`src/rtl/flash_erase_pkg.sv`:
```
package flash_erase_pkg;

  typedef enum logic [1:0] {
    ER_NONE   = 2'd0,
    ER_SECTOR = 2'd1,
    ER_BLOCK  = 2'd2,
    ER_CHIP   = 2'd3
  } erase_kind_t;

  localparam int UNLOCK_STEPS = 5;

  function automatic logic [14:0] unlock_addr(input logic [2:0] step);
    case (step)
      3'd1, 3'd4: return 15'h2AAA;
      default:    return 15'h5555;
    endcase
  endfunction

  function automatic logic [7:0] unlock_data(input logic [2:0] step);
    case (step)
      3'd1, 3'd4: return 8'h55;
      3'd2:       return 8'h80;
      default:    return 8'hAA;
    endcase
  endfunction

  function automatic erase_kind_t decode_op(input logic [7:0] d,
                                            input logic [14:0] a15,
                                            input logic pp);
    if (d == 8'h30) return ER_SECTOR;
    if (d == 8'h50) return ER_BLOCK;
    if (d == 8'h10 && a15 == 15'h5555 && pp) return ER_CHIP;
    return ER_NONE;
  endfunction

  function automatic logic region_hit(input erase_kind_t k,
                                      input int unsigned idx,
                                      input int unsigned tgt,
                                      input int unsigned blk_shift);
    case (k)
      ER_SECTOR: return idx == tgt;
      ER_BLOCK:  return (idx >> blk_shift) == (tgt >> blk_shift);
      ER_CHIP:   return 1'b1;
      default:   return 1'b0;
    endcase
  endfunction

endpackage

```
`src/rtl/fes_wr_edge.sv`:
```
module fes_wr_edge (
  input  logic clk,
  input  logic rst,
  input  logic we_n,
  output logic wr_stb
);
  logic we_d;

  always_ff @(posedge clk) begin
    if (rst) we_d <= 1'b1;
    else     we_d <= we_n;
  end

  assign wr_stb = we_n & ~we_d;

  assert_stb_edge_R1: assert property (@(posedge clk) disable iff (rst)
    wr_stb |=> !wr_stb);
endmodule

```
`src/rtl/fes_cmd_seq.sv`:
```
module fes_cmd_seq
  import flash_erase_pkg::*;
(
  input  logic        clk,
  input  logic        rst,
  input  logic        wr_stb,
  input  logic        hold,
  input  logic [14:0] a15,
  input  logic [7:0]  din,
  input  logic        pp_mode,
  output logic        fire,
  output erase_kind_t kind
);
  logic [2:0] step;
  logic       take;
  logic       unlock_ok;
  logic       last_step;

  assign take      = wr_stb & ~hold;
  assign last_step = (step == 3'(UNLOCK_STEPS));
  assign unlock_ok = (a15 == unlock_addr(step)) && (din == unlock_data(step));
  assign kind      = decode_op(din, a15, pp_mode);
  assign fire      = take && last_step && (kind != ER_NONE);

  always_ff @(posedge clk) begin
    if (rst || hold) begin
      step <= 3'd0;
    end else if (take) begin
      if (!last_step && unlock_ok) step <= step + 3'd1;
      else                         step <= 3'd0;
    end
  end

  assert_mismatch_idle_R2: assert property (@(posedge clk) disable iff (rst)
    (take && !last_step && !unlock_ok) |=> (step == 3'd0));
  assert_sixth_resets_R6: assert property (@(posedge clk) disable iff (rst)
    (take && last_step) |=> (step == 3'd0));
  assert_step_range_R1: assert property (@(posedge clk) disable iff (rst)
    step <= 3'(UNLOCK_STEPS));
endmodule

```
`src/rtl/fes_erase_eng.sv`:
```
module fes_erase_eng
  import flash_erase_pkg::*;
#(
  parameter int SECT_W    = 6,
  parameter int BLK_SHIFT = 4,
  parameter int ERASE_CYC = 1000
) (
  input  logic              clk,
  input  logic              rst,
  input  logic              start,
  input  erase_kind_t       kind_in,
  input  logic [SECT_W-1:0] tgt_in,
  input  logic [SECT_W-1:0] rd_sect,
  output logic              rd_bit,
  output logic              busy
);
  localparam int NSECT = 1 << SECT_W;
  localparam int CNT_W = $clog2(ERASE_CYC + 1);

  logic [NSECT-1:0]  mem;
  logic [NSECT-1:0]  hit_vec;
  logic [CNT_W-1:0]  cnt;
  erase_kind_t       kind_q;
  logic [SECT_W-1:0] tgt_q;
  logic              done;

  assign done = busy && (cnt == '0);

  for (genvar i = 0; i < NSECT; i++) begin : g_hit
    assign hit_vec[i] = region_hit(kind_q, 32'(i), 32'(tgt_q), BLK_SHIFT);
  end

  always_ff @(posedge clk) begin
    if (rst) begin
      busy   <= 1'b0;
      cnt    <= '0;
      kind_q <= ER_NONE;
      tgt_q  <= '0;
      mem    <= '0;
    end else if (!busy) begin
      if (start) begin
        busy   <= 1'b1;
        cnt    <= CNT_W'(ERASE_CYC - 1);
        kind_q <= kind_in;
        tgt_q  <= tgt_in;
      end
    end else if (done) begin
      busy <= 1'b0;
      mem  <= mem | hit_vec;
    end else begin
      cnt <= cnt - 1'b1;
    end
  end

  assign rd_bit = mem[rd_sect];

  // Independent length counter for the busy window checks
  logic [CNT_W:0] busy_len;
  always_ff @(posedge clk) begin
    if (rst)       busy_len <= '0;
    else if (busy) busy_len <= busy_len + 1'b1;
    else           busy_len <= '0;
  end

  assert_busy_max_R7: assert property (@(posedge clk) disable iff (rst)
    busy |-> (busy_len < (CNT_W+1)'(ERASE_CYC)));
  assert_busy_len_R7: assert property (@(posedge clk) disable iff (rst)
    $fell(busy) |-> (busy_len == (CNT_W+1)'(ERASE_CYC)));
  assert_only_sets_R8: assert property (@(posedge clk) disable iff (rst)
    (($past(mem) & ~mem) == '0));
  assert_stable_idle_R8: assert property (@(posedge clk) disable iff (rst)
    (!busy && !$past(busy)) |-> $stable(mem));
  assert_stable_busy_R8: assert property (@(posedge clk) disable iff (rst)
    busy |-> $stable(mem));
endmodule

```
`src/rtl/flash_erase_seq.sv`:
```
module flash_erase_seq
  import flash_erase_pkg::*;
#(
  parameter int ADDR_W      = 18,
  parameter int SMALL_BLOCK = 0,
  parameter int ERASE_CYC   = 1000
) (
  input  logic              clk,
  input  logic              rst,
  input  logic              we_n,
  input  logic [ADDR_W-1:0] addr,
  input  logic [7:0]        din,
  input  logic              pp_mode,
  input  logic [ADDR_W-13:0] rd_sector,
  output logic [7:0]        rd_data,
  output logic              busy
);
  localparam int SECT_W    = ADDR_W - 12;
  localparam int BLK_SHIFT = (SMALL_BLOCK != 0) ? 2 : 4;

  logic        wr_stb;
  logic        seq_fire;
  erase_kind_t seq_kind;
  logic        rd_bit;

  fes_wr_edge u_edge (
    .clk   (clk),
    .rst   (rst),
    .we_n  (we_n),
    .wr_stb(wr_stb)
  );

  fes_cmd_seq u_seq (
    .clk    (clk),
    .rst    (rst),
    .wr_stb (wr_stb),
    .hold   (busy),
    .a15    (addr[14:0]),
    .din    (din),
    .pp_mode(pp_mode),
    .fire   (seq_fire),
    .kind   (seq_kind)
  );

  fes_erase_eng #(
    .SECT_W   (SECT_W),
    .BLK_SHIFT(BLK_SHIFT),
    .ERASE_CYC(ERASE_CYC)
  ) u_eng (
    .clk    (clk),
    .rst    (rst),
    .start  (seq_fire),
    .kind_in(seq_kind),
    .tgt_in (addr[ADDR_W-1:12]),
    .rd_sect(rd_sector),
    .rd_bit (rd_bit),
    .busy   (busy)
  );

  assign rd_data = {8{rd_bit}};

  assert_ignore_busy_R9: assert property (@(posedge clk) disable iff (rst)
    busy |-> !seq_fire);
  assert_start_R7: assert property (@(posedge clk) disable iff (rst)
    $rose(busy) |-> $past(seq_fire));
  assert_chip_mode_R5: assert property (@(posedge clk) disable iff (rst)
    (seq_fire && seq_kind == ER_CHIP) |-> pp_mode);
  assert_fire_strobe_R1: assert property (@(posedge clk) disable iff (rst)
    seq_fire |-> wr_stb);
endmodule

```
`config.mk`:
```
export PLATFORM = sky130hd
export DESIGN_NAME = flash_erase_seq
export DESIGN_NICKNAME = d
export VERILOG_FILES = /design/src/rtl/flash_erase_pkg.sv /design/src/rtl/fes_wr_edge.sv /design/src/rtl/fes_cmd_seq.sv /design/src/rtl/fes_erase_eng.sv /design/src/rtl/flash_erase_seq.sv
export SDC_FILE = /design/constraint.sdc
export NUM_CORES = 1
export LEC_CHECK = 0
export ABC_AREA = 1
export CORE_MARGIN = 2
export CORE_UTILIZATION = 60
export DETAILED_ROUTE_END_ITERATION = 8
export PLACE_DENSITY = 0.84
export SYNTH_ARGS = -nofsm -noshare
export SYNTH_HDL_FRONTEND = slang
export SYNTH_SLANG_ARGS = --single-unit
```
`constraint.sdc`:
```
create_clock -name clk -period 3.9 [get_ports clk]
set_clock_uncertainty 0.15 [all_clocks]
set_input_delay 0.585 -clock clk [delete_from_list [all_inputs] [get_ports clk]]
set_output_delay 0.585 -clock clk [all_outputs]
set_load 0.03 [all_outputs]
```
## Word-level counts from Yosys, hierarchy flattened

Cells that the tools add are included.
W data, S select, Z words.

| storage, ports and cells | value |
|---|---|
| word-level logic and storage cells | 200 |
| bits of input ports | 36 |
| flip-flop bits (word level) | 87 |
| output and inout bits | 9 |

| cells by class | value |
|---|---|
| multiplexer cells | 87 |
| eq/ne operators | 80 |
| reductions and logical operators | 18 |
| $add $sub $neg | 2 |
| magnitude comparators | 1 |
| bitwise operators | 5 |

Operators by type and width:

| cell | number |
|---|---|
| $eq A6 B6 Y1 const A | 32 |
| $pmux W1 S3 | 64 |
| $eq A5 B6 Y1 const A | 16 |
| $or A64 B64 Y64 | 1 |
| $eq A4 B6 Y1 const A | 8 |
| $logic_not A32 Y1 | 1 |
| $mux W10 | 3 |
| $eq A3 B6 Y1 const A | 4 |
| $pmux W8 S2 | 1 |
| $eq A15 B15 Y1 | 1 |
| $eq A15 B15 Y1 const B | 1 |
| $mux W15 | 1 |
| $eq A2 B6 Y1 const A | 2 |
| $mux W2 | 6 |
| $logic_not A10 Y1 | 1 |
| $mux W1 | 10 |
| $sub A10 B1 Y10 const B | 1 |
| $eq A8 B5 Y1 const B | 1 |
| $eq A8 B6 Y1 const B | 1 |
| $eq A8 B7 Y1 const B | 1 |
| $eq A8 B8 Y1 | 1 |
| $logic_and A1 B1 Y1 | 7 |
| $lt A6 B7 Y1 const B | 1 |
| $bmux W1 S6 | 1 |
| 19 further kinds | 27 |

## Logic depth before layout (Yosys ltp)

| depth | value |
|---|---|
| word-level depth | 13 |
| gate-level depth with buffers | 13 |
| gate-level depth less buffers | 13 |

## By module

A second synthesis with hierarchy kept.

| second synthesis, totals | value |
|---|---|
| cell total of the unflattened synthesis | 759 |
| area total of the unflattened synthesis | 4780.8 sq um |

By module, submodules not included:

| module | times used | cells each | area each (sq um) |
|---|---|---|---|
| fes_erase_eng | 1 | 612 | 4026.4 |
| fes_cmd_seq | 1 | 134 | 656.9 |
| flash_erase_seq | 1 | 8 | 60.1 |
| fes_wr_edge | 1 | 5 | 37.5 |

## Worst setup path after synthesis

Ideal clock, no wire load.

| timing | value |
|---|---|
| path type | input port to output port |
| start point | input port rd_sector[0] |
| end point | output port rd_data[0] |
| path slack | 1409 ps |
| required time | 3165 ps |
| buffers on the path | 3 |
| stages | 11 |
| arrival | 1756 ps |
| cells stage by stage | clkbuf_1 buf_2 nand2_1 nand3_1 nand3_1 nand2_1 nand2_1 nand3_1 nand3b_1 nand2_1 buf_4 |

| on the way | value |
|---|---|
| longest elaborated chain between the ends | 2 |

RTL lines:

| what | RTL line | source |
|---|---|---|
| start, declared | flash_erase_seq.sv:14 | `input logic [ADDR_W-13:0] rd_sector,` |
| $bmux W1 S6 | fes_erase_eng.sv:55 | `assign rd_bit = mem[rd_sect];` |
| $mux W1 (implied by the code) | fes_erase_eng.sv:55 |  |
| end, declared | flash_erase_seq.sv:15 | `output logic [7:0] rd_data,` |

Every way passes these cells. The select of a mux whose other input is x is not followed.

## Worst setup path after layout

| timing | value |
|---|---|
| start point | input port rd_sector[0] |
| end point | output port rd_data[4] |

The elaborated chain is that of the path after synthesis.

==> metrics.md <==
| Metric | Value |
|---|---|
| Fin. max-slew vios | 0 |
| Die Width | 93.66 um |
| Drt initial violations | 505 |
| Residual DRC | 0 |
| Syn avg cell area | 6.397 um^2 |
| Core area | 7767 um^2 |
| Cell area after layout | 5379 um^2 |
| Mapped Area | 4823 um^2 |
| Die height | 93.66 um |
| Critical Path Fanout Max | 32 |
| Clock Sink Count | 87 |
| Routed len/inst | 14.73 um |
| Number of global-route vias before repair | 4564 |
| Port Buffer Count | 44 |
| Synth Warn # | 0 |
| DR vias | 5069 |
| Fill cells | 709 |
| Register area | 1742 um^2 |
| Ports | 45 |
| Largest net degree at the start of global routing | 73 |
| Ys flop type | dfxtp_1 |
| Post-CTS Setup Inserts | 0 |
| Tmin final | 3.240 ns |
| Rows | 32 |
| # hold bufs at CTS | 0 |
| Placement-stage cell area | 5130 um^2 |
| Post-Route WL | 12860 um |
| Starting Density | 62.10% |
| Leakage | 2.223 nW |
| Req. time, crit path | 3.16 ns |
| Fin nets | 809 |
| Die area | 8772 um^2 |
| Total grt overflow | 0 |
| Root Buffer | clkbuf_8 |
| Initial DRT Pass Iterations | 6 |
| Latest clock arrival within the worst-skew pair | 0.36 ns |
| Synthesized Nets | 797 |
| Critical path launch point type | input pin |
| Status | completed |
| Fmax | 0.3087 GHz |
| Initial antenna violation count | 0 |
| Antenna-violating nets left | 0 |
| Rel. slew slack | 30.06% |
| Pwr/cell area | 341.5 nW/um^2 |
| Tcrit/Tclk final | 83.07% |
| Drt via density | 5.806 |
| N_diodes | 0 |
| Clk slew on worst S/H paths | 0.09 ns |
| Worst setup EP type | primary output |
| Yosys cell types | 27 |
| Layout area overhead | 11.52% |
| Proportion of layout cells with a drive suffix above 1 | 7.134% |
| Fin. Hold Viols | 0 |
| Gpl congestion | 0.9454 |
| Number of synthesized flops with an enable pin | 0 |
| RSZ-0062 raised after global routing | false |
| VDD IR max | 246.3 uV |
| Final Core Density | 69.25% |
| Tightest Pin Transition | 1.049 ns |
| Setup_tns | 0 ns |
| Worst-case clock buffer depth | 2 |
| Syn Inst Count | 754 |
| CTS tree | done |
| Synth Register Bits | 87 |
| Crit path DAT | 2.50 ns |
| CP Class | input pin to primary output |
| CTS buffer count | 9 |
| Multi-input logic area | 2601 um^2 |
| Max Cap Viol | 0 |
| Htree depth | 3 |
| Total GRT Usage | 30.57% |
| Resized cells post-CTS | 0 |
| First-pass GRT wire length | 21500 um |
| FFs w/ async S/R, synth | 0% |
| HPWL after detailed placement | 8515 um |
| Min-delay worst type | register to register |
| Sequential element share of the synthesized area | 36.11% |
| Setup violators final | 0 |
[cell usage in the layout, fill, tap and decap left out]
| cell | n |
|---|---|
| o21bai_1 | 1 |
| o21ai_2 | 3 |
| clkdlybuf4s50_1 | 35 |
| nand2_2 | 6 |
| nand4_1 | 10 |
| o21ai_1 | 65 |
| ha_1 | 7 |
| buf_2 | 1 |
| nand3_1 | 87 |
| nand2_1 | 169 |
| inv_2 | 13 |
| nor3_1 | 2 |
| inv_6 | 3 |
| nor2_4 | 2 |
| clkinv_4 | 1 |
| bufinv_16 | 3 |
| xor2_1 | 4 |
| inv_1 | 44 |
| nor3_4 | 1 |
| nand3b_1 | 2 |
| a21oi_1 | 79 |
| buf_4 | 12 |
| nor3b_1 | 1 |
| dfxtp_1 | 87 |
| nor2_1 | 116 |
| o31ai_1 | 1 |
| nor3_2 | 1 |
| clkbuf_8 | 9 |
| o21ai_0 | 6 |
[worst paths after layout]
check,cells past startpoint,start,to,slack (ns)
hold reg to reg,2,u_eng.mem[36],u_eng.mem[36],0.33
setup / recovery,11,rd_sector[0],rd_data[4],0.66
setup reg to reg,10,u_eng.cnt[0],u_eng.mem[37],1.36
hold / removal,2,u_eng.mem[36],u_eng.mem[36],0.33
[synth_stat cells (2+ instances only)]
master	n	area [um^2]
buf_4	16	120.1
clkbuf_1	11	41.29
inv_1	44	165.2
nand2_1	169	634.4
ha_1	7	87.58
o21ai_1	65	325.3
xor2_1	4	35.03
nand2_2	6	37.54
o21ai_2	3	26.28
nand3_1	87	435.4
nand4_1	10	62.56
nor2_1	116	435.4
dfxtp_1	87	1742
o21ai_0	6	30.03
nand3b_1	2	15.01
a21oi_1	79	395.4
nor2_4	2	22.52
inv_2	13	48.80
buf_2	18	90.09
nor3_1	2	10.01
[per-stage QoR]
step / hold WS (ns) / total power [W] / setup slack (ns) / std cells
3_3_place_gp: 0.2974 / 0.001072 / 0.7590 / 857
2_1_floorplan: 0.2866 / 0.001017 / 1.409 / 754
3_5_place_dp: 0.3067 / 0.001075 / 0.7131 / 857
5_1_grt: 0.3480 / 0.001901 / 0.4597 / 873
4_1_cts: 0.3277 / 0.001848 / 0.7032 / 873
6_report: 0.3289 / 0.001837 / 0.6601 / 873
[registers in the layout, summed over array words and instances (netlist names)]
| name | count |
|---|---|
| u_seq.step | 3 |
| u_eng.mem | 64 |
| u_edge.we_d | 1 |
| u_eng.busy | 1 |
| u_eng.tgt_q | 6 |
| u_eng.kind_q | 2 |
| u_eng.cnt | 10 |
[cell type report]
cell class / instances / share of cell area [%]
multi-input combinational: 563 / 48.36
timing repair buffer: 48 / 8.281
clock inverter: 7 / 2.326
tap: 102 / 2.373
sequential: 87 / 32.38
clock buffer: 9 / 2.303
inverter: 57 / 3.978
[where the power goes]
group	switching, W	internal (W)	total, W
clock	0.000348	0.000433	0.000781
sequential	0.00000116	0.000889	0.000890
combinational	0.000100	0.0000658	0.000166
total	0.000449	0.00139	0.00184
[worst max-delay path, cell delays in order]
cell and delay (ns):
clkdlybuf4s50_1 0.43, inv_2 0.42, nand2_1 0.16, nand3_1 0.13, nand3_1 0.08, nand2_1 0.07, nand2_1 0.05, nand3_1 0.07
nand3_1 0.07, nand2_1 0.21, buf_4 0.21
[per-layer routing]
layer | part of all wire, % | GRT usage, % | vias up
li1 | - | - | 2474
met1 | 42 | 41.45 | 2292
met2 | 46 | 47.90 | 275
met3 | 11 | 7.063 | 28
met4 | 1.4 | 10.87 | 0
met5 | 0 | 0 | -
[cells by family after synthesis]
kind of cell	after synthesis	share of synthesized area (%)
and+or+nand+nor	397	34.97
AOI/OAI and AO/OA	155	16.42
buffers and inverters	104	9.961
DFF	87	36.11
adders and majority gates	7	1.816
xor gates and xnor gates	4	0.7263
No activity file was read; power rests on OpenSTA's default activity.
